--- src/rtl/pfx_irq_pkg.sv ---
package pfx_irq_pkg;

    localparam int CLS_W  = 4;
    localparam int BANK_W = 3;

    // Retire class codes
    localparam logic [CLS_W-1:0] CLS_ORDINARY   = 4'd0;
    localparam logic [CLS_W-1:0] CLS_SUP_LEVEL  = 4'd1;
    localparam logic [CLS_W-1:0] CLS_SUP_AND    = 4'd2;
    localparam logic [CLS_W-1:0] CLS_SUP_OR     = 4'd3;
    localparam logic [CLS_W-1:0] CLS_SUP_POPST  = 4'd4;
    localparam logic [CLS_W-1:0] CLS_PFX_CODE   = 4'd5;
    localparam logic [CLS_W-1:0] CLS_PFX_DATA   = 4'd6;
    localparam logic [CLS_W-1:0] CLS_PFX_ALT    = 4'd7;
    localparam logic [CLS_W-1:0] CLS_PFX_STACK  = 4'd8;
    localparam logic [CLS_W-1:0] CLS_PFX_KEEPCC = 4'd9;
    localparam logic [CLS_W-1:0] CLS_PFX_SHARED = 4'd10;

    // Bank override codes
    localparam logic [BANK_W-1:0] BANK_NONE  = 3'd0;
    localparam logic [BANK_W-1:0] BANK_CODE  = 3'd1;
    localparam logic [BANK_W-1:0] BANK_DATA  = 3'd2;
    localparam logic [BANK_W-1:0] BANK_ALT   = 3'd3;
    localparam logic [BANK_W-1:0] BANK_STACK = 3'd4;

    typedef struct packed {
        logic              ordinary;
        logic              suppress;
        logic              prefix;
        logic              bank_load;
        logic [BANK_W-1:0] bank_code;
        logic              keep_cc;
        logic              shared;
    } cls_info_t;

    typedef enum logic [1:0] {
        ST_IDLE = 2'd0,
        ST_HELD = 2'd1,
        ST_RUN  = 2'd2
    } gate_state_e;

endpackage

--- src/rtl/pfx_cls_decode.sv ---
module pfx_cls_decode
    import pfx_irq_pkg::*;
(
    input  logic [CLS_W-1:0] cls,
    output cls_info_t        info
);

    always_comb begin
        info = '0;
        unique case (cls)
            CLS_SUP_LEVEL, CLS_SUP_AND, CLS_SUP_OR, CLS_SUP_POPST: begin
                info.suppress = 1'b1;
            end
            CLS_PFX_CODE: begin
                info.suppress  = 1'b1;
                info.prefix    = 1'b1;
                info.bank_load = 1'b1;
                info.bank_code = BANK_CODE;
            end
            CLS_PFX_DATA: begin
                info.suppress  = 1'b1;
                info.prefix    = 1'b1;
                info.bank_load = 1'b1;
                info.bank_code = BANK_DATA;
            end
            CLS_PFX_ALT: begin
                info.suppress  = 1'b1;
                info.prefix    = 1'b1;
                info.bank_load = 1'b1;
                info.bank_code = BANK_ALT;
            end
            CLS_PFX_STACK: begin
                info.suppress  = 1'b1;
                info.prefix    = 1'b1;
                info.bank_load = 1'b1;
                info.bank_code = BANK_STACK;
            end
            CLS_PFX_KEEPCC: begin
                info.suppress = 1'b1;
                info.prefix   = 1'b1;
                info.keep_cc  = 1'b1;
            end
            CLS_PFX_SHARED: begin
                info.suppress = 1'b1;
                info.prefix   = 1'b1;
                info.shared   = 1'b1;
            end
            default: begin
                // ordinary and reserved codes
                info.ordinary = 1'b1;
            end
        endcase
    end

endmodule

--- src/rtl/pfx_bank_hold.sv ---
module pfx_bank_hold
    import pfx_irq_pkg::*;
(
    input  logic              clk,
    input  logic              rst,
    input  logic              load,
    input  logic              clear,
    input  logic [BANK_W-1:0] code_in,
    output logic [BANK_W-1:0] code_q,
    output logic              vld_q
);

    logic [BANK_W-1:0] code_r;

    // newest bank prefix overwrites any older one
    always_ff @(posedge clk) begin
        if (rst) begin
            code_r <= BANK_NONE;
        end else if (load) begin
            code_r <= code_in;
        end else if (clear) begin
            code_r <= BANK_NONE;
        end
    end

    assign code_q = code_r;
    assign vld_q  = (code_r != BANK_NONE);

endmodule

--- src/rtl/pfx_gate_fsm.sv ---
module pfx_gate_fsm
    import pfx_irq_pkg::*;
(
    input  logic      clk,
    input  logic      rst,
    input  logic      retire_vld,
    input  cls_info_t info,
    input  logic      irq_req,
    output logic      bank_load,
    output logic      bank_clear,
    output logic      keep_cc_q,
    output logic      shared_q,
    output logic      irq_accept_q
);

    gate_state_e state_q;
    gate_state_e state_d;
    logic        keep_cc_d;
    logic        shared_d;
    logic        accept_d;

    // state register
    always_ff @(posedge clk) begin
        if (rst) begin
            state_q <= ST_IDLE;
        end else begin
            state_q <= state_d;
        end
    end

    // next state
    always_comb begin
        state_d = state_q;
        if (retire_vld) begin
            unique case (state_q)
                ST_IDLE: begin
                    if (info.prefix)        state_d = ST_HELD;  // T_ARM
                    else if (info.suppress) state_d = ST_RUN;   // T_ENTER
                end
                ST_HELD: begin
                    if (info.ordinary)      state_d = ST_IDLE;  // T_CONSUME
                end
                ST_RUN: begin
                    if (info.prefix)        state_d = ST_HELD;  // T_ARM
                    else if (info.ordinary) state_d = ST_IDLE;  // T_LEAVE
                end
                default: state_d = ST_IDLE;
            endcase
        end
    end

    // outputs and next flag values
    always_comb begin
        bank_load  = 1'b0;
        bank_clear = 1'b0;
        keep_cc_d  = keep_cc_q;
        shared_d   = shared_q;
        accept_d   = 1'b0;
        if (retire_vld) begin
            unique case (state_q)
                ST_HELD: begin
                    if (info.ordinary) begin
                        bank_clear = 1'b1;
                        keep_cc_d  = 1'b0;
                        shared_d   = 1'b0;
                    end
                end
                ST_IDLE, ST_RUN: begin
                    keep_cc_d = 1'b0;
                    shared_d  = 1'b0;
                end
                default: begin
                    bank_clear = 1'b1;
                    keep_cc_d  = 1'b0;
                    shared_d   = 1'b0;
                end
            endcase
            bank_load = info.bank_load;
            if (info.keep_cc) keep_cc_d = 1'b1;
            if (info.shared)  shared_d  = 1'b1;
            accept_d = info.ordinary & irq_req;
        end
    end

    always_ff @(posedge clk) begin
        if (rst) begin
            keep_cc_q    <= 1'b0;
            shared_q     <= 1'b0;
            irq_accept_q <= 1'b0;
        end else begin
            keep_cc_q    <= keep_cc_d;
            shared_q     <= shared_d;
            irq_accept_q <= accept_d;
        end
    end

endmodule

--- src/rtl/pfx_irq_gate.sv ---
module pfx_irq_gate
    import pfx_irq_pkg::*;
(
    input  logic              clk,
    input  logic              rst,
    input  logic              retire_vld,
    input  logic [CLS_W-1:0]  retire_cls,
    input  logic              irq_req,
    output logic [BANK_W-1:0] bank_ovr,
    output logic              bank_ovr_vld,
    output logic              ccr_wb_inhibit,
    output logic              shared_sel,
    output logic              irq_accept
);

    cls_info_t info;
    logic      bank_load;
    logic      bank_clear;

    pfx_cls_decode i_decode (
        .cls  (retire_cls),
        .info (info)
    );

    pfx_gate_fsm i_fsm (
        .clk          (clk),
        .rst          (rst),
        .retire_vld   (retire_vld),
        .info         (info),
        .irq_req      (irq_req),
        .bank_load    (bank_load),
        .bank_clear   (bank_clear),
        .keep_cc_q    (ccr_wb_inhibit),
        .shared_q     (shared_sel),
        .irq_accept_q (irq_accept)
    );

    pfx_bank_hold i_bank (
        .clk     (clk),
        .rst     (rst),
        .load    (retire_vld & bank_load),
        .clear   (bank_clear),
        .code_in (info.bank_code),
        .code_q  (bank_ovr),
        .vld_q   (bank_ovr_vld)
    );

endmodule

--- config.mk ---
export PLATFORM = sky130hd
export DESIGN_NAME = pfx_irq_gate
export DESIGN_NICKNAME = d
export VERILOG_FILES = /design/src/rtl/pfx_irq_pkg.sv /design/src/rtl/pfx_cls_decode.sv /design/src/rtl/pfx_bank_hold.sv /design/src/rtl/pfx_gate_fsm.sv /design/src/rtl/pfx_irq_gate.sv
export SDC_FILE = /design/constraint.sdc
export NUM_CORES = 1
export LEC_CHECK = 0
export BUFFER_PORTS_ARGS = -buffer_cell sky130_fd_sc_hd__buf_2
export CAP_MARGIN = 5
export CORE_AREA = 4 4 41 43
export CTS_BUF_LIST = sky130_fd_sc_hd__clkbuf_4 sky130_fd_sc_hd__clkbuf_8 sky130_fd_sc_hd__clkbuf_16
export DETAILED_ROUTE_END_ITERATION = 12
export DIE_AREA = 0 0 45 47
export SKIP_CTS_REPAIR_TIMING = 1
export SYNTH_ARGS = -nofsm -noshare
export SYNTH_HDL_FRONTEND = slang
export SYNTH_SLANG_ARGS = --single-unit
export TNS_END_PERCENT = 5
--- constraint.sdc ---
create_clock -name clk -period 1.15 [get_ports clk]
set_clock_uncertainty 0.05 [all_clocks]
set_input_delay 0.0575 -clock clk [delete_from_list [all_inputs] [get_ports clk]]
set_output_delay 0.0575 -clock clk [all_outputs]
set_load 0.01 [all_outputs]
# --- Word-level counts from Yosys, hierarchy flattened ---
# Index checks and enable logic that the tools add are counted.
totals:
  reg_bits: 8
  in_bits: 8
  word_cells: 53
  out_inout_bits: 7
op_classes:
  eq_ne: 15
  bitwise: 3
  n_mux: 20
  reduce_logical: 10
ops:
  columns: ["cell", "n"]
  rows:
  - ["$eq A4 B3 Y1 const B", 4]
  - ["$pmux W4 S4", 1]
  - ["$eq A4 B4 Y1 const B", 3]
  - ["$mux W1", 11]
  - ["$reduce_or A10 Y1", 1]
  - ["$ne A3 B3 Y1 const B", 3]
  - ["$eq A4 B2 Y1 const B", 2]
  - ["$mux W2", 4]
  - ["$mux W3", 2]
  - ["$pmux W2 S3", 1]
  - ["$reduce_and A2 Y1", 3]
  - ["$reduce_or A6 Y1", 1]
  - ["$eq A4 B1 Y1 const B", 1]
  - ["$reduce_or A2 Y1", 2]
  - ["$reduce_bool A3 Y1", 1]
  - ["$and A1 B1 Y1", 2]
  - ["$eq A2 B1 Y1 const B", 1]
  - ["$eq A2 B2 Y1 const B", 1]
  - ["$logic_not A2 Y1", 1]
  - ["$pmux W1 S2", 1]
  - ["$reduce_bool A2 Y1", 1]
  - ["$not A1 Y1", 1]

# --- Longest topological paths before layout ---
# Gate-level depths: netlist (run 1).
depth:
  ltp_word: 7
  mapped_depth: 5
  mapped_depth_nobuf: 4

# --- Modules after synthesis ---
# Synthesis (run 1) repeated with hierarchy kept, for this count alone.
hier_totals:
  cells_unflattened: 54
  area_unflattened_um2: 444.2
by_module_without_submodules:
  columns: ["mod", "area_per_inst_um2", "seq_area_each_um2", "n_inst", "cells_per_inst"]
  rows:
  - ["pfx_gate_fsm", 203.9, 100.1, 1, 23]
  - ["pfx_bank_hold", 118.9, 60.1, 1, 13]
  - ["pfx_cls_decode", 115.1, 0.0, 1, 17]
  - ["pfx_irq_gate", 6.3, 0.0, 1, 1]

# --- Worst setup path before layout (run 1) ---
# Ideal clock, no wire load.
synth_timing:
  path_type: "in2reg"
  startpoint: "input port retire_cls[1]"
  endpoint: "register i_bank.code_r[2] (netlist: i_bank.code_q[2])"
  slack_ps: 158
  path_buffers: 1
  stages: 5
  t_arrival_ps: 817
  required_time_ps: 975
  setup_time_ps: 125
  cell_sequence: "buf_6 -> nor4_4 -> a211oi_2 -> o21ai_2 -> o22ai_1"
synth_between:
  elab_chain_len: 6
  elab_cells_between_ends: 19
  cone_classes: "eq/ne: 10; mux: 6; bitwise: 1; reduce/logical: 2"
synth_lines:
  columns: ["item", "line_no", "source"]
  rows:
  - ["start, declared", "pfx_irq_gate.sv:7", "input logic [CLS_W-1:0] retire_cls,"]
  - ["$eq A4 B1 Y1, or another cell as far along", "pfx_cls_decode.sv:10", "unique case (cls)"]
  - ["$reduce_or A10 Y1 (no source line)", null, null]
  - ["$mux W1", "pfx_gate_fsm.sv:62", "if (info.ordinary) begin"]
  - ["$pmux W1 S2", "pfx_gate_fsm.sv:60", "unique case (state_q)"]
  - ["$mux W1", "pfx_gate_fsm.sv:59", "if (retire_vld) begin"]
  - ["$reduce_bool A2 Y1 (no source line)", null, null]
  - ["end signal, assigned", "pfx_bank_hold.sv:20", "code_r <= code_in;"]
  - ["end, declared", "pfx_bank_hold.sv:13", "logic [BANK_W-1:0] code_r;"]
# Several ways; a longest one is shown, not always the timed one.
# A chain may end at the register's enable or synchronous reset.

# --- Worst setup path after layout (run 1) ---
layout_timing:
  startpoint: "register i_bank.code_r[0] (netlist: i_bank.code_q[0])"
  endpoint: "output port bank_ovr_vld"
layout_between:
  elab_chain_len: 1
layout_lines:
  columns: ["item", "line_no", "source"]
  rows:
  - ["$reduce_bool A3 Y1", "pfx_bank_hold.sv:27", "assign vld_q = (code_r != BANK_NONE);"]
  - ["end, declared", "pfx_irq_gate.sv:10", "output logic bank_ovr_vld,"]
# No other way between the ends.

==> results of run 1 <==
## sequential cells by signal, summed over array words and instances (netlist names)
| register | flops |
|---|---|
| i_bank.code_q | 3 |
| i_fsm.irq_accept_q | 1 |
| i_fsm.keep_cc_q | 1 |
| i_fsm.shared_q | 1 |
| i_fsm.state_q | 2 |
## Yosys cell counts
cell,n
nor2b_1,1
o22ai_1,1
a21oi_2,1
and4bb_2,1
o21ai_0,1
nand4b_1,2
nand2_1,6
o21ai_2,1
and2b_4,1
inv_1,2
o21ai_1,2
a21o_1,1
o21ba_2,1
a31oi_1,3
nor3_1,1
or3_1,1
nand3_1,4
nor2_1,3
a22o_1,1
a211oi_2,1
buf_6,1
nor4bb_1,1
a21oi_1,2
xnor2_1,1
dfxtp_1,8
nor4_4,1
clkbuf_1,1
nand2b_1,3
## cell type report
class                      count  area, sq um  share of cell area, %
tap                           15        18.77                  3.319
inverter                       2        7.507                  1.327
multi-input combinational     41        276.5                  48.89
sequential                     8        162.7                  28.76
clock buffer                   3        22.52                  3.982
timing repair buffer          15        77.57                  13.72
## layer usage
layer | part of all wire [%] | GRT usage [%] | vias up
met3 | 4.1 | 1.149 | 2
met1 | 49 | 13.73 | 196
met5 | 0 | 0 | -
li1 | - | - | 226
met4 | 1.9 | 8.772 | 0
met2 | 44 | 16.67 | 10
## power breakdown
| group | internal (mW) | switching [mW] |
|---|---|---|
| registers | 0.287 | 0.00741 |
| logic | 0.0510 | 0.0627 |
| clock network | 0.119 | 0.0909 |
## metrics by stage
step           std cells  cell area (sq um)  hold WS, ns  worst slack (ns)  setup TNS [ns]
3_5_place_dp          80              533.0       0.2837           0.05990               0
6_report              84              565.5      0.02753         -0.003979       -0.003979
2_1_floorplan         53              459.2      0.07657            0.1578               0
4_1_cts               83              555.5      0.02325          -0.02130        -0.02130
3_3_place_gp          80              533.0       0.2832           0.07868               0
5_1_grt               84              565.5      0.01969          -0.05009        -0.05009
## worst max-delay path by stage
stage / startpoint / end / slack, ns / cells past startpoint
2_1_floorplan: retire_cls[1] / i_bank.code_q[2] / 0.16 / 5
6_report: i_bank.code_q[0] / bank_ovr_vld / -0.004 / 2
3_5_place_dp: retire_cls[1] / i_bank.code_q[2] / 0.06 / 5
4_1_cts: i_bank.code_q[1] / bank_ovr_vld / -0.02 / 2
3_3_place_gp: retire_cls[1] / i_bank.code_q[2] / 0.08 / 5
5_1_grt: i_bank.code_q[0] / bank_ovr_vld / -0.05 / 2
## logic make-up after synthesis
kind of cell           share of synthesized area [%]
XOR/XNOR                                       1.908
AO/OA/AOI/OAI                                  23.16
flip-flops                                     34.88
buffers and inverters                          4.904
AND/OR/NAND/NOR                                35.15
==> run summary, run 1 <==
outcome = finished, violations left
failing checks = negative setup slack
reg2reg start = i_fsm.state_q[1]
worst reg2reg path depth = 3
min Tclk post-route = 1.154 ns
vias in the first global route = 401
post-synth top area cell = dfxtp_1
# setup viols final = 1
# clock sinks = 8
Post-Syn Nets = 61
CP max FO = 2
final cell utilization of the core = 43.46%
wire per inst = 12.12 microns
All-Layer GR Usage = 10.85%
n_diodes = 0
CP endpoint kind = output pin
# fillers = 142
Clk Latency, worst-skew pair = 0.25 ns
Max Fclk = 0.8666 GHz
DRT iter0 DRCs = 10
width of the die = 45 microns
Mean Syn Cell Area = 8.664 sq um
Hold Crit Start = irq_req
synthesized area = 459.2 sq um
most frequent cells in the layout = 14 x buf_2, 6 x nand2_1, 6 x dfxtp_1, 4 x nand3_1
GPL Wtd Cong = 0.7458
Final Max Tran Viols = 0
layout cell share with drive strength beyond 1 = 39.13%
die footprint = 0.002115 sq mm
Worst Hold Depth = 2
Largest delay share family, worst path = simple AND/OR/NAND/NOR gates
Setup Crit Path Kind = reg -> out
routed vias = 434
Worst EP required = 1.04 ns
worst-path cell with the longest stage delay = or3_1
Core Region = 0.001301 sq mm
DP HPWL = 767.3 microns
Synth Warn # = 0
Pleak = 0.2275 nW
Initial Util = 35.29%
first-pass GRT wire length = 1.649 mm
# Max-Cap Violations = 0
Post-route DRC = 0
worst hold path class = in -> reg
antenna violations before repair = 0
top cell type's share of synthesized area = 34.88%
Routed WL = 1.018 mm
Port-buffer cells = 14
I/O pin cnt = 15
RSZ-0062 raised after global routing = yes
Pwr Density = 1093 mW/mm^2
#FFs+latches synth = 8
Seq/Total Area, Yosys = 34.88%
Rows = 13
flop2flop setup slack = 0.22 ns
WP buf/inv = 1
final worst slack = -0.003979 ns
worst vdd ir = 0.4495 mV
Syn-to-layout area delta = 23.16%
synth top area cells = dfxtp_1 35%, nand2_1 4.9%, nor4_4 4.6%
Worst path max stage delay = 0.35 ns
Final #Nets = 79
clock root cell = clkbuf_4
die span in y = 47 microns
post-synthesis cell count = 53
maximum level of the CTS H-tree = 1
most common cell after layout, fill and taps aside = buf_2
WHS Endpoint = i_fsm.irq_accept_q
Fin. Hold Viols = 0
gr ovfl total = 0
Inserted Clock Buffers = 3
worst reg2reg endpoint = i_bank.code_q[1]
vias per inst = 5.167
worst slew pin tran = 0.2638 ns
crit path DAT = 1.05 ns
Worst setup SP type = register
cells along the critical path = or3_1 -> buf_2
Final Total Pwr = 0.6181 mW
remaining antenna violation count = 0
Yosys cell types = 28
Slew HR = 82.28%
period utilization = 100.3%
CTS tree = yes
clk buf depth = 2
Pre-antenna DRT Iters = 4
Worst-path clk slew = 0.05 ns
largest net degree at the start of global routing = 14
(Power assumes the default switching activity.)
==> run 2, diff against run 1 <==
Settings changed: MAX_ROUTING_LAYER from default to met4, SKIP_CTS_REPAIR_TIMING 1 to default.
==> run summary, run 2 (same netlist as run 1, synthesis figures left out) <==
WHS Endpoint = i_fsm.shared_q
cell area after placement = 533.0 sq um (unchanged)
All-Layer GR Usage = 11.62% (+0.77 points)
Hold WS = 0.02799 ns (+0.0004604 ns)
die footprint = 0.002115 sq mm (unchanged)
worst slew pin tran = 0.2640 ns (+0.0001352 ns)
Routed WL = 1.035 mm (+1.7%)
Pwr Density = 1080 mW/mm^2 (-1.1%)
reg2reg start = i_fsm.state_q[1]
# setup viols final = 1 (unchanged)
Final Total Pwr = 0.6191 mW (+0.17%)
I/O pin cnt = 15 (unchanged)
final worst slack = -0.00008638 ns (+0.003893 ns)
Clk Latency, worst-skew pair = 0.25 ns (about the same)
Fin. Hold Viols = 0 (unchanged)
# Max-Cap Violations = 0 (unchanged)
Initial Util = 35.29% (unchanged)
most frequent cells in the layout = 14 x buf_2, 6 x nand2_1, 6 x dfxtp_1, 4 x nand3_1
Pleak = 0.2328 nW (+2.4%)
failing checks = negative setup slack
period utilization = 100.0% (-0.34 points)
Place WS = 0.05990 ns (unchanged)
Inserted Clock Buffers = 3 (unchanged)
Slew HR = 82.27% (about the same)
vias in the first global route = 423 (+5.5%)
Syn-to-layout area delta = 24.80%
final cell utilization of the core = 44.04% (+0.58 points)
Max Fclk = 0.8695 GHz (+0.34%)
Core Region = 0.001301 sq mm (unchanged)
remaining antenna violation count = 0 (unchanged)
# clock sinks = 8 (unchanged)
n_diodes = 0 (unchanged)
min Tclk post-route = 1.150 ns (-0.003893 ns)
clock root cell = clkbuf_4
antenna violations before repair = 0 (unchanged)
most common cell after layout, fill and taps aside = buf_2
Post-route DRC = 0 (unchanged)
crit path DAT = 1.04 ns (about the same)
Worst-path clk slew = 0.06 ns (about the same)
placed insts = 80 (unchanged)
die span in y = 47 microns (unchanged)
Worst setup SP type = register
Setup TNS = -0.00008638 ns (+0.003893 ns)
Pre-antenna DRT Iters = 4 (unchanged)
vias per inst = 5.200 (+0.65%)
Worst Hold Depth = 2 (unchanged)
fin area = 573.1 sq um (+1.3%)
Rows = 13 (unchanged)
Port-buffer cells = 14 (unchanged)
worst hold path class = in -> reg
CP max FO = 2 (unchanged)
largest net degree at the start of global routing = 14 (unchanged)
GPL Wtd Cong = 0.7552 (+1.3%)
number of flip-flops in the largest register = 3 (unchanged)
gr ovfl total = 0 (unchanged)
worst vdd ir = 0.4494 mV (about the same)
RSZ-0062 raised after global routing = yes
fin cells = 85 (+1.2%)
Final #Nets = 80 (+1.3%)
flop2flop setup slack = 0.20 ns (-0.02 ns)
worst reg2reg endpoint = i_bank.code_q[1]
CTS tree = yes
CP endpoint kind = output pin
DP HPWL = 767.3 microns (unchanged)
clk buf depth = 2 (unchanged)
worst reg2reg path depth = 3 (unchanged)
maximum level of the CTS H-tree = 1 (unchanged)
Final Max Tran Viols = 0 (unchanged)
routed vias = 442 (+1.8%)
first-pass GRT wire length = 1.711 mm (+3.8%)
Setup Crit Path Kind = reg -> out
DRT iter0 DRCs = 4 (-6)
Hold Crit Start = rst
width of the die = 45 microns (unchanged)
Worst EP required = 1.04 ns (about the same)
layout cell share with drive strength beyond 1 = 40.00% (+0.87 points)
outcome = finished, violations left
hold_buf cts = 0
wire per inst = 12.18 microns (+0.47%)
==> run 2: cell types whose count changed in the layout (fill, tap and decap cells not counted) <==
cell / delta
buf_4: +1
==> run 2: worst max-delay path by stage <==
stage	start	end	cells past startpoint
final	i_bank.code_q[0]	bank_ovr_vld	2
after global routing	i_bank.code_q[0]	bank_ovr_vld	2
after CTS	i_bank.code_q[0]	bank_ovr_vld	2
after detailed placement	retire_cls[1]	i_bank.code_q[2]	5
after global placement	retire_cls[1]	i_bank.code_q[2]	5
after floorplan	retire_cls[1]	i_bank.code_q[2]	5
==> run 2: cell type report <==
cell class,instances,area [sq um]
multi-input combinational,41,276.5
sequential,8,162.7
inverter,2,7.507
fill,145,728.2
timing repair buffer,16,85.08
clock buffer,3,22.52
tap,15,18.77
==> run 2: power by group <==
part / internal, mW / switching (mW) / leakage, nW
clock network: 0.119 / 0.0901 / 0.0138
logic: 0.0524 / 0.0634 / 0.153
registers: 0.287 / 0.00722 / 0.0659
==> run 2: repair_timing <==
action                                  CTS  global route
pin swaps                                 1             0
gates resized for setup                   2             0
endpoints found under the hold margin     0             0
buffers inserted                          2             0
endpoints found under the setup margin    1             1
==> run 2: layer usage <==
metal	up-vias	track usage (%)	part of all wire (%)
li1	227	-	-
met1	203	13.53	49
met2	10	18.36	46
met3	2	1.149	4.1
met4	0	8.772	1.8
met5	-	-	0
==> run 2: worst max-delay path: stages (launching register included) <==
cell and delay [ns]:
dfxtp_2 0.31, or3_1 0.35, buf_2 0.14
